==> config.mk <==
export PLATFORM = sky130hd
export DESIGN_NAME = trie_lookup
export DESIGN_NICKNAME = d
export VERILOG_FILES = /design/src/rtl/trie_pkg.sv /design/src/rtl/trie_node_mem.sv /design/src/rtl/trie_step.sv /design/src/rtl/trie_walk_ctrl.sv /design/src/rtl/trie_lookup.sv
export SDC_FILE = /design/constraint.sdc
export NUM_CORES = 2
export LEC_CHECK = 0
export BUFFER_PORTS_ARGS = -buffer_cell sky130_fd_sc_hd__buf_2
export CAP_MARGIN = 10
export CORE_MARGIN = 2
export CORE_UTILIZATION = 64
export CTS_BUF_LIST = sky130_fd_sc_hd__clkbuf_16
export DETAILED_ROUTE_END_ITERATION = 7
export GPL_TIMING_DRIVEN = 1
export PLACE_DENSITY = 0.9
export SYNTH_ARGS = -nofsm -noshare
export SYNTH_HDL_FRONTEND = slang
export SYNTH_SLANG_ARGS = --single-unit
==> constraint.sdc <==
create_clock -name clk_i -period 4.8 [get_ports clk_i]
set_input_delay 0.24 -clock clk_i [delete_from_list [all_inputs] [get_ports clk_i]]
set_output_delay 0.24 -clock clk_i [all_outputs]
set_load 0.01 [all_outputs]
==> src/rtl/trie_pkg.sv <==
package trie_pkg;
  localparam int unsigned ADDR_W_DEF = 32;
  localparam int unsigned STRIDE_DEF = 2;
  localparam int unsigned PTR_W_DEF  = 6;
  localparam int unsigned NH_W_DEF   = 8;

  typedef enum logic [1:0] {
    ST_IDLE = 2'd0,
    ST_WALK = 2'd1,
    ST_DONE = 2'd2
  } walk_state_e;
endpackage

==> src/rtl/trie_node_mem.sv <==
module trie_node_mem #(
  parameter int unsigned PTR_W  = 6,
  parameter int unsigned FANOUT = 4,
  parameter int unsigned NH_W   = 8,
  localparam int unsigned DEPTH = 1 << PTR_W,
  localparam int unsigned CH_W  = FANOUT * PTR_W
) (
  input  logic             clk_i,
  input  logic             rst_ni,
  input  logic             we_i,
  input  logic [PTR_W-1:0] wr_idx_i,
  input  logic [CH_W-1:0]  wr_child_i,
  input  logic             wr_nh_vld_i,
  input  logic [NH_W-1:0]  wr_nh_i,
  input  logic [PTR_W-1:0] rd_idx_i,
  output logic [CH_W-1:0]  rd_child_o,
  output logic             rd_nh_vld_o,
  output logic [NH_W-1:0]  rd_nh_o
);
  logic [CH_W-1:0] child_q [DEPTH];
  logic [DEPTH-1:0] nh_vld_q;
  logic [NH_W-1:0] nh_q [DEPTH];

  always_ff @(posedge clk_i or negedge rst_ni) begin
    if (!rst_ni) begin
      for (int i = 0; i < int'(DEPTH); i++) begin
        child_q[i] <= '0;
        nh_q[i]    <= '0;
      end
      nh_vld_q <= '0;
    end else if (we_i) begin
      child_q[wr_idx_i]  <= wr_child_i;
      nh_vld_q[wr_idx_i] <= wr_nh_vld_i;
      nh_q[wr_idx_i]     <= wr_nh_i;
    end
  end

  assign rd_child_o  = child_q[rd_idx_i];
  assign rd_nh_vld_o = nh_vld_q[rd_idx_i];
  assign rd_nh_o     = nh_q[rd_idx_i];
endmodule

==> src/rtl/trie_step.sv <==
// One level of the walk: fold in the node's next-hop, pick the child.
module trie_step #(
  parameter int unsigned STRIDE = 2,
  parameter int unsigned PTR_W  = 6,
  parameter int unsigned NH_W   = 8,
  parameter int unsigned LEVELS = 16,
  localparam int unsigned FANOUT = 1 << STRIDE,
  localparam int unsigned CH_W   = FANOUT * PTR_W,
  localparam int unsigned LVL_W  = $clog2(LEVELS + 1)
) (
  input  logic [STRIDE-1:0] slice_i,
  input  logic [LVL_W-1:0]  level_i,
  input  logic [CH_W-1:0]   child_i,
  input  logic              nh_vld_i,
  input  logic [NH_W-1:0]   nh_i,
  input  logic              best_vld_i,
  input  logic [NH_W-1:0]   best_nh_i,
  output logic              best_vld_o,
  output logic [NH_W-1:0]   best_nh_o,
  output logic [PTR_W-1:0]  next_idx_o,
  output logic              stop_o
);
  logic [PTR_W-1:0] slot_ptr [FANOUT];
  logic             last_lvl;

  for (genvar s = 0; s < int'(FANOUT); s++) begin : g_slot
    assign slot_ptr[s] = child_i[s*PTR_W +: PTR_W];
  end

  assign last_lvl   = (level_i == LVL_W'(LEVELS));
  assign next_idx_o = slot_ptr[slice_i];
  assign stop_o     = last_lvl || (next_idx_o == '0);

  always_comb begin
    best_vld_o = best_vld_i;
    best_nh_o  = best_nh_i;
    if (nh_vld_i) begin
      best_vld_o = 1'b1;
      best_nh_o  = nh_i;
    end
  end
endmodule

==> src/rtl/trie_walk_ctrl.sv <==
module trie_walk_ctrl
  import trie_pkg::*;
#(
  parameter int unsigned ADDR_W = 32,
  parameter int unsigned STRIDE = 2,
  parameter int unsigned PTR_W  = 6,
  parameter int unsigned NH_W   = 8,
  localparam int unsigned LEVELS = ADDR_W / STRIDE,
  localparam int unsigned LVL_W  = $clog2(LEVELS + 1)
) (
  input  logic              clk_i,
  input  logic              rst_ni,
  input  logic              in_valid_i,
  output logic              in_ready_o,
  input  logic [ADDR_W-1:0] in_addr_i,
  output logic [PTR_W-1:0]  rd_idx_o,
  output logic [STRIDE-1:0] slice_o,
  output logic [LVL_W-1:0]  level_o,
  output logic              best_vld_o,
  output logic [NH_W-1:0]   best_nh_o,
  input  logic              step_best_vld_i,
  input  logic [NH_W-1:0]   step_best_nh_i,
  input  logic [PTR_W-1:0]  step_next_i,
  input  logic              step_stop_i,
  output logic              done_o,
  output logic              found_o,
  output logic [NH_W-1:0]   next_hop_o
);
  walk_state_e      state_q;
  logic [ADDR_W-1:0] addr_q;
  logic [PTR_W-1:0]  idx_q;
  logic [LVL_W-1:0]  lvl_q;
  logic              best_vld_q;
  logic [NH_W-1:0]   best_nh_q;
  logic              found_q;
  logic [NH_W-1:0]   nh_q;

  always_ff @(posedge clk_i or negedge rst_ni) begin
    if (!rst_ni) begin
      state_q    <= ST_IDLE;
      addr_q     <= '0;
      idx_q      <= '0;
      lvl_q      <= '0;
      best_vld_q <= 1'b0;
      best_nh_q  <= '0;
      found_q    <= 1'b0;
      nh_q       <= '0;
    end else begin
      unique case (state_q)
        ST_IDLE: begin
          if (in_valid_i) begin
            addr_q     <= in_addr_i;
            idx_q      <= '0;
            lvl_q      <= '0;
            best_vld_q <= 1'b0;
            best_nh_q  <= '0;
            state_q    <= ST_WALK;
          end
        end
        ST_WALK: begin
          best_vld_q <= step_best_vld_i;
          best_nh_q  <= step_best_nh_i;
          if (step_stop_i) begin
            found_q <= step_best_vld_i;
            nh_q    <= step_best_vld_i ? step_best_nh_i : '0;
            state_q <= ST_DONE;
          end else begin
            idx_q  <= step_next_i;
            lvl_q  <= lvl_q + 1'b1;
            addr_q <= addr_q << STRIDE;
          end
        end
        ST_DONE: state_q <= ST_IDLE;
        default: state_q <= ST_IDLE;
      endcase
    end
  end

  assign in_ready_o = (state_q == ST_IDLE);
  assign done_o     = (state_q == ST_DONE);
  assign rd_idx_o   = idx_q;
  assign slice_o    = addr_q[ADDR_W-1 -: STRIDE];
  assign level_o    = lvl_q;
  assign best_vld_o = best_vld_q;
  assign best_nh_o  = best_nh_q;
  assign found_o    = found_q;
  assign next_hop_o = nh_q;
endmodule

==> src/rtl/trie_lookup.sv <==
module trie_lookup
  import trie_pkg::*;
#(
  parameter int unsigned ADDR_W = ADDR_W_DEF,
  parameter int unsigned STRIDE = STRIDE_DEF,
  parameter int unsigned PTR_W  = PTR_W_DEF,
  parameter int unsigned NH_W   = NH_W_DEF,
  localparam int unsigned FANOUT = 1 << STRIDE,
  localparam int unsigned CH_W   = FANOUT * PTR_W,
  localparam int unsigned LEVELS = ADDR_W / STRIDE,
  localparam int unsigned LVL_W  = $clog2(LEVELS + 1)
) (
  input  logic              clk_i,
  input  logic              rst_ni,
  input  logic              in_valid_i,
  output logic              in_ready_o,
  input  logic [ADDR_W-1:0] in_addr_i,
  input  logic              mem_we_i,
  input  logic [PTR_W-1:0]  mem_idx_i,
  input  logic [CH_W-1:0]   mem_child_i,
  input  logic              mem_nh_vld_i,
  input  logic [NH_W-1:0]   mem_nh_i,
  output logic              done_o,
  output logic              found_o,
  output logic [NH_W-1:0]   next_hop_o
);
  logic [PTR_W-1:0]  rd_idx;
  logic [CH_W-1:0]   rd_child;
  logic              rd_nh_vld;
  logic [NH_W-1:0]   rd_nh;
  logic [STRIDE-1:0] slice;
  logic [LVL_W-1:0]  level;
  logic              best_vld, step_best_vld, step_stop;
  logic [NH_W-1:0]   best_nh, step_best_nh;
  logic [PTR_W-1:0]  step_next;

  trie_node_mem #(.PTR_W(PTR_W), .FANOUT(FANOUT), .NH_W(NH_W)) u_mem (
    .clk_i       (clk_i),
    .rst_ni      (rst_ni),
    .we_i        (mem_we_i),
    .wr_idx_i    (mem_idx_i),
    .wr_child_i  (mem_child_i),
    .wr_nh_vld_i (mem_nh_vld_i),
    .wr_nh_i     (mem_nh_i),
    .rd_idx_i    (rd_idx),
    .rd_child_o  (rd_child),
    .rd_nh_vld_o (rd_nh_vld),
    .rd_nh_o     (rd_nh)
  );

  trie_step #(.STRIDE(STRIDE), .PTR_W(PTR_W), .NH_W(NH_W), .LEVELS(LEVELS)) u_step (
    .slice_i    (slice),
    .level_i    (level),
    .child_i    (rd_child),
    .nh_vld_i   (rd_nh_vld),
    .nh_i       (rd_nh),
    .best_vld_i (best_vld),
    .best_nh_i  (best_nh),
    .best_vld_o (step_best_vld),
    .best_nh_o  (step_best_nh),
    .next_idx_o (step_next),
    .stop_o     (step_stop)
  );

  trie_walk_ctrl #(.ADDR_W(ADDR_W), .STRIDE(STRIDE), .PTR_W(PTR_W), .NH_W(NH_W)) u_ctrl (
    .clk_i           (clk_i),
    .rst_ni          (rst_ni),
    .in_valid_i      (in_valid_i),
    .in_ready_o      (in_ready_o),
    .in_addr_i       (in_addr_i),
    .rd_idx_o        (rd_idx),
    .slice_o         (slice),
    .level_o         (level),
    .best_vld_o      (best_vld),
    .best_nh_o       (best_nh),
    .step_best_vld_i (step_best_vld),
    .step_best_nh_i  (step_best_nh),
    .step_next_i     (step_next),
    .step_stop_i     (step_stop),
    .done_o          (done_o),
    .found_o         (found_o),
    .next_hop_o      (next_hop_o)
  );
endmodule

==> results.tsv <==
metric	value	unit
status	finished, final reports clean	
syn-num-nets	6385	
routabilityCongestion	0.896	
ys_top_cells_by_area	dfrtp_1 55%, mux2_2 25%, mux4_2 12%, clkbuf_1 1.4%, mux2i_1 0.89%	
nFillCells	8760	
synth_top_area_share	54.9	%
cp.required	5.53	ns
grt_usage	34.3	%
clk_transition_reported_paths	0.06	ns
cts_tree	yes	
multiInputGateArea	0.0421	sq mm
synth_ff_type	dfrtp_1	
rsz0062_at_grt	no	
netlist-cell-type-count	74	
fmax	212	MHz
num_rows	144	
async_flop_share	100	%
critPathLaunchType	register	
drt-initial-drc-count	7257	
dp_cells	8047	
drt-total-wl	268000	microns
netSwitchingFraction	31.3	%
seq_power_share	41.6	%
setup.worst_path.class	reg -> reg	
final_nets	6336	
pwr-share-clk	28.8	%
dp_hpwl	154000	microns
fp.dieArea	0.158	sq mm
max-vdd-ir-drop	0.366	mV
maxCapViolations	0	
critPathMaxFanout	39	
fp.dieH	398	microns
cts_buffers	207	
portBuffers	85	
via_per_inst	7.07	
core	0.154	sq mm
cts_sinks	2175	
ios	86	
root_buffer	clkbuf_16	
overflow	0	
hold_viol	0	
die_width	398	microns
yosys.area.top_type	dfrtp_1	
p_comb_share	29.7	%
leakage	50.6	nW
fin_crit_sh	98.3	%
worstMarginPinSlew	1.35	ns
drv_slew	0	
start_util	64.4	%
grt_pass1_wl	404000	microns
final_common_cell	dfrtp_1	
finalSetupViolations	0	
drc	0	
syn_to_final_growth	9.67	%
placed_cell_area	0.102	sq mm
ys_seq_area_share	54.9	%
grt_max_degree	174	
synth-edff-count	0	
critPathCaptureType	register	
ys_warn_count	0	
dr.pass1.iters	6	
p_switching	17.0	mW
p_int	37.5	mW
ys_ff_latch	2175	
holdCritPathClass	in -> reg	
grt_pass1_vias	63400	
seq_area	0.0544	sq mm
htreeDepth	4	
r2r_slack	0.08	ns
clock_path_buffers	3	
vias	60000	
power.density	501	mW/mm^2
clock_skew	0.0433	ns
routedWlPerCell	31.6	microns
syn-cell-area	0.0992	sq mm
final_cells	8483	
avgSynthCellArea	15.7	sq um
fin_crit	4.72	ns
min_path_cells	2	
antenna_found_initial	25	
setup_tns	0	ns
clk_latency	0.87	ns
r2r_cells	12	
ant_nets	0	
drive_gt1_share	53.3	%
syn-instance-count	6308	
fin_area	0.109	sq mm
layout_common_cells	2169 x dfrtp_1, 2163 x mux2_2, 528 x mux4_2, 216 x clkbuf_16, 202 x buf_4	
relSlewSlack	9.85	%
crit_arrival	5.44	ns
-- cells by family after synthesis --
| group | after synthesis | share of synthesized area [%] |
|---|---|---|
| mux | 2827 | 38.4 |
| flops | 2175 | 54.9 |
| buf+inv | 637 | 3.08 |
| simple gates | 434 | 2.08 |
| compound gates | 233 | 1.60 |
| fa+ha+maj | 2 | 0.0252 |
-- Yosys cell counts (all sizes together) (16+ instances only) --
master and instances:
a22oi 60, mux2 2192, o22ai 38, mux2i 88
a21oi 33, mux4 547, nand2b 16, buf 242
dfrtp 2175, o211ai 20, clkbuf 387, nand2 191
nor3 22, nand3 36, nor2 69, nor2b 24
o21ai 31
-- area by class of cell --
| cell class | count | share of cell area, % |
|---|---|---|
| Antenna cell | 5 | 0.0115 |
| Clock buffer | 216 | 4.97 |
| Clock inverter | 168 | 0.913 |
| Inverter | 8 | 0.0276 |
| Multi-Input combinational cell | 3496 | 38.7 |
| Sequential cell | 2175 | 50.0 |
| Tap cell | 2044 | 2.35 |
| Timing Repair Buffer | 371 | 3.01 |
-- stage by stage --
step	power, mW	worst slack (ns)	util, %	hold slack, ns
final	54.5	0.0818	70.6	0.0675
after global routing	56.3	0.0273	70.6	0.0568
after CTS	54.0	0.0210	70.5	0.0189
after detailed placement	38.4	0.0616	66.1	0.373
after global placement	37.7	0.119	66.1	0.364
after floorplan	33.5	1.11	-	-0.0556
-- per-layer routing --
metal | track usage [%] | share of wire, % | up-vias
met3 | 9.04 | 10 | 890
met5 | 0 | 0.058 | -
met1 | 45.7 | 37 | 32200
li1 | - | - | 23300
met4 | 16.9 | 5.1 | 22
met2 | 52.8 | 47 | 3566
-- final timing paths --
kind	startpoint	endpoint
min in group asynchronous	rst_ni	u_mem.nh_q[142]
max reg2reg	u_ctrl.rd_idx_o[2]	u_ctrl.next_hop_o[3]
min reg2reg	u_mem.nh_q[171]	u_mem.nh_q[171]
max in group asynchronous	rst_ni	u_mem.child_q[1200]
max	u_ctrl.rd_idx_o[2]	u_ctrl.next_hop_o[3]
min	mem_child_i[15]	u_mem.child_q[879]
-- critical path, stage by stage (launching register included) --
cell and delay [ns]:
dfrtp_4 0.71, buf_12 0.31, nor4bb_1 0.93, nand2_1 0.12, nand3_1 0.22, nor4_1 0.13
o31a_1 0.21, or4_1 0.47, nand3_1 0.11, and4b_1 0.33, buf_12 0.20, o21ai_2 0.43
mux2_2 0.40
-- state kept, by name, summed over array words and instances, names as in the netlist --
signal	count
u_mem.child_q	1536
u_mem.nh_q	512
u_mem.nh_vld_q	64
u_ctrl.addr_q	32
u_ctrl.best_nh_o	8
u_ctrl.next_hop_o	8
u_ctrl.rd_idx_o	6
u_ctrl.level_o	5
u_ctrl.state_q	2
u_ctrl.best_vld_o	1
u_ctrl.found_o	1
-- power by group through the flow --
| stage | Combinational, mW | Clock [mW] | Sequential [mW] |
|---|---|---|---|
| floorplan | 11.4 | 0 | 22.1 |
| global placement | 15.1 | 0 | 22.6 |
| detailed placement | 15.5 | 0 | 22.9 |
| CTS | 15.7 | 15.7 | 22.6 |
| global route | 16.9 | 16.5 | 22.9 |
| finish | 16.2 | 15.7 | 22.7 |
-- repair_timing --
action	CTS	global route
resized for setup	0	1
hold buffers	36	0
setup endpoints to repair	0	44
setup buffers	0	8
endpoints found under the hold margin	147	0
Power figures use the tool's default switching activity.
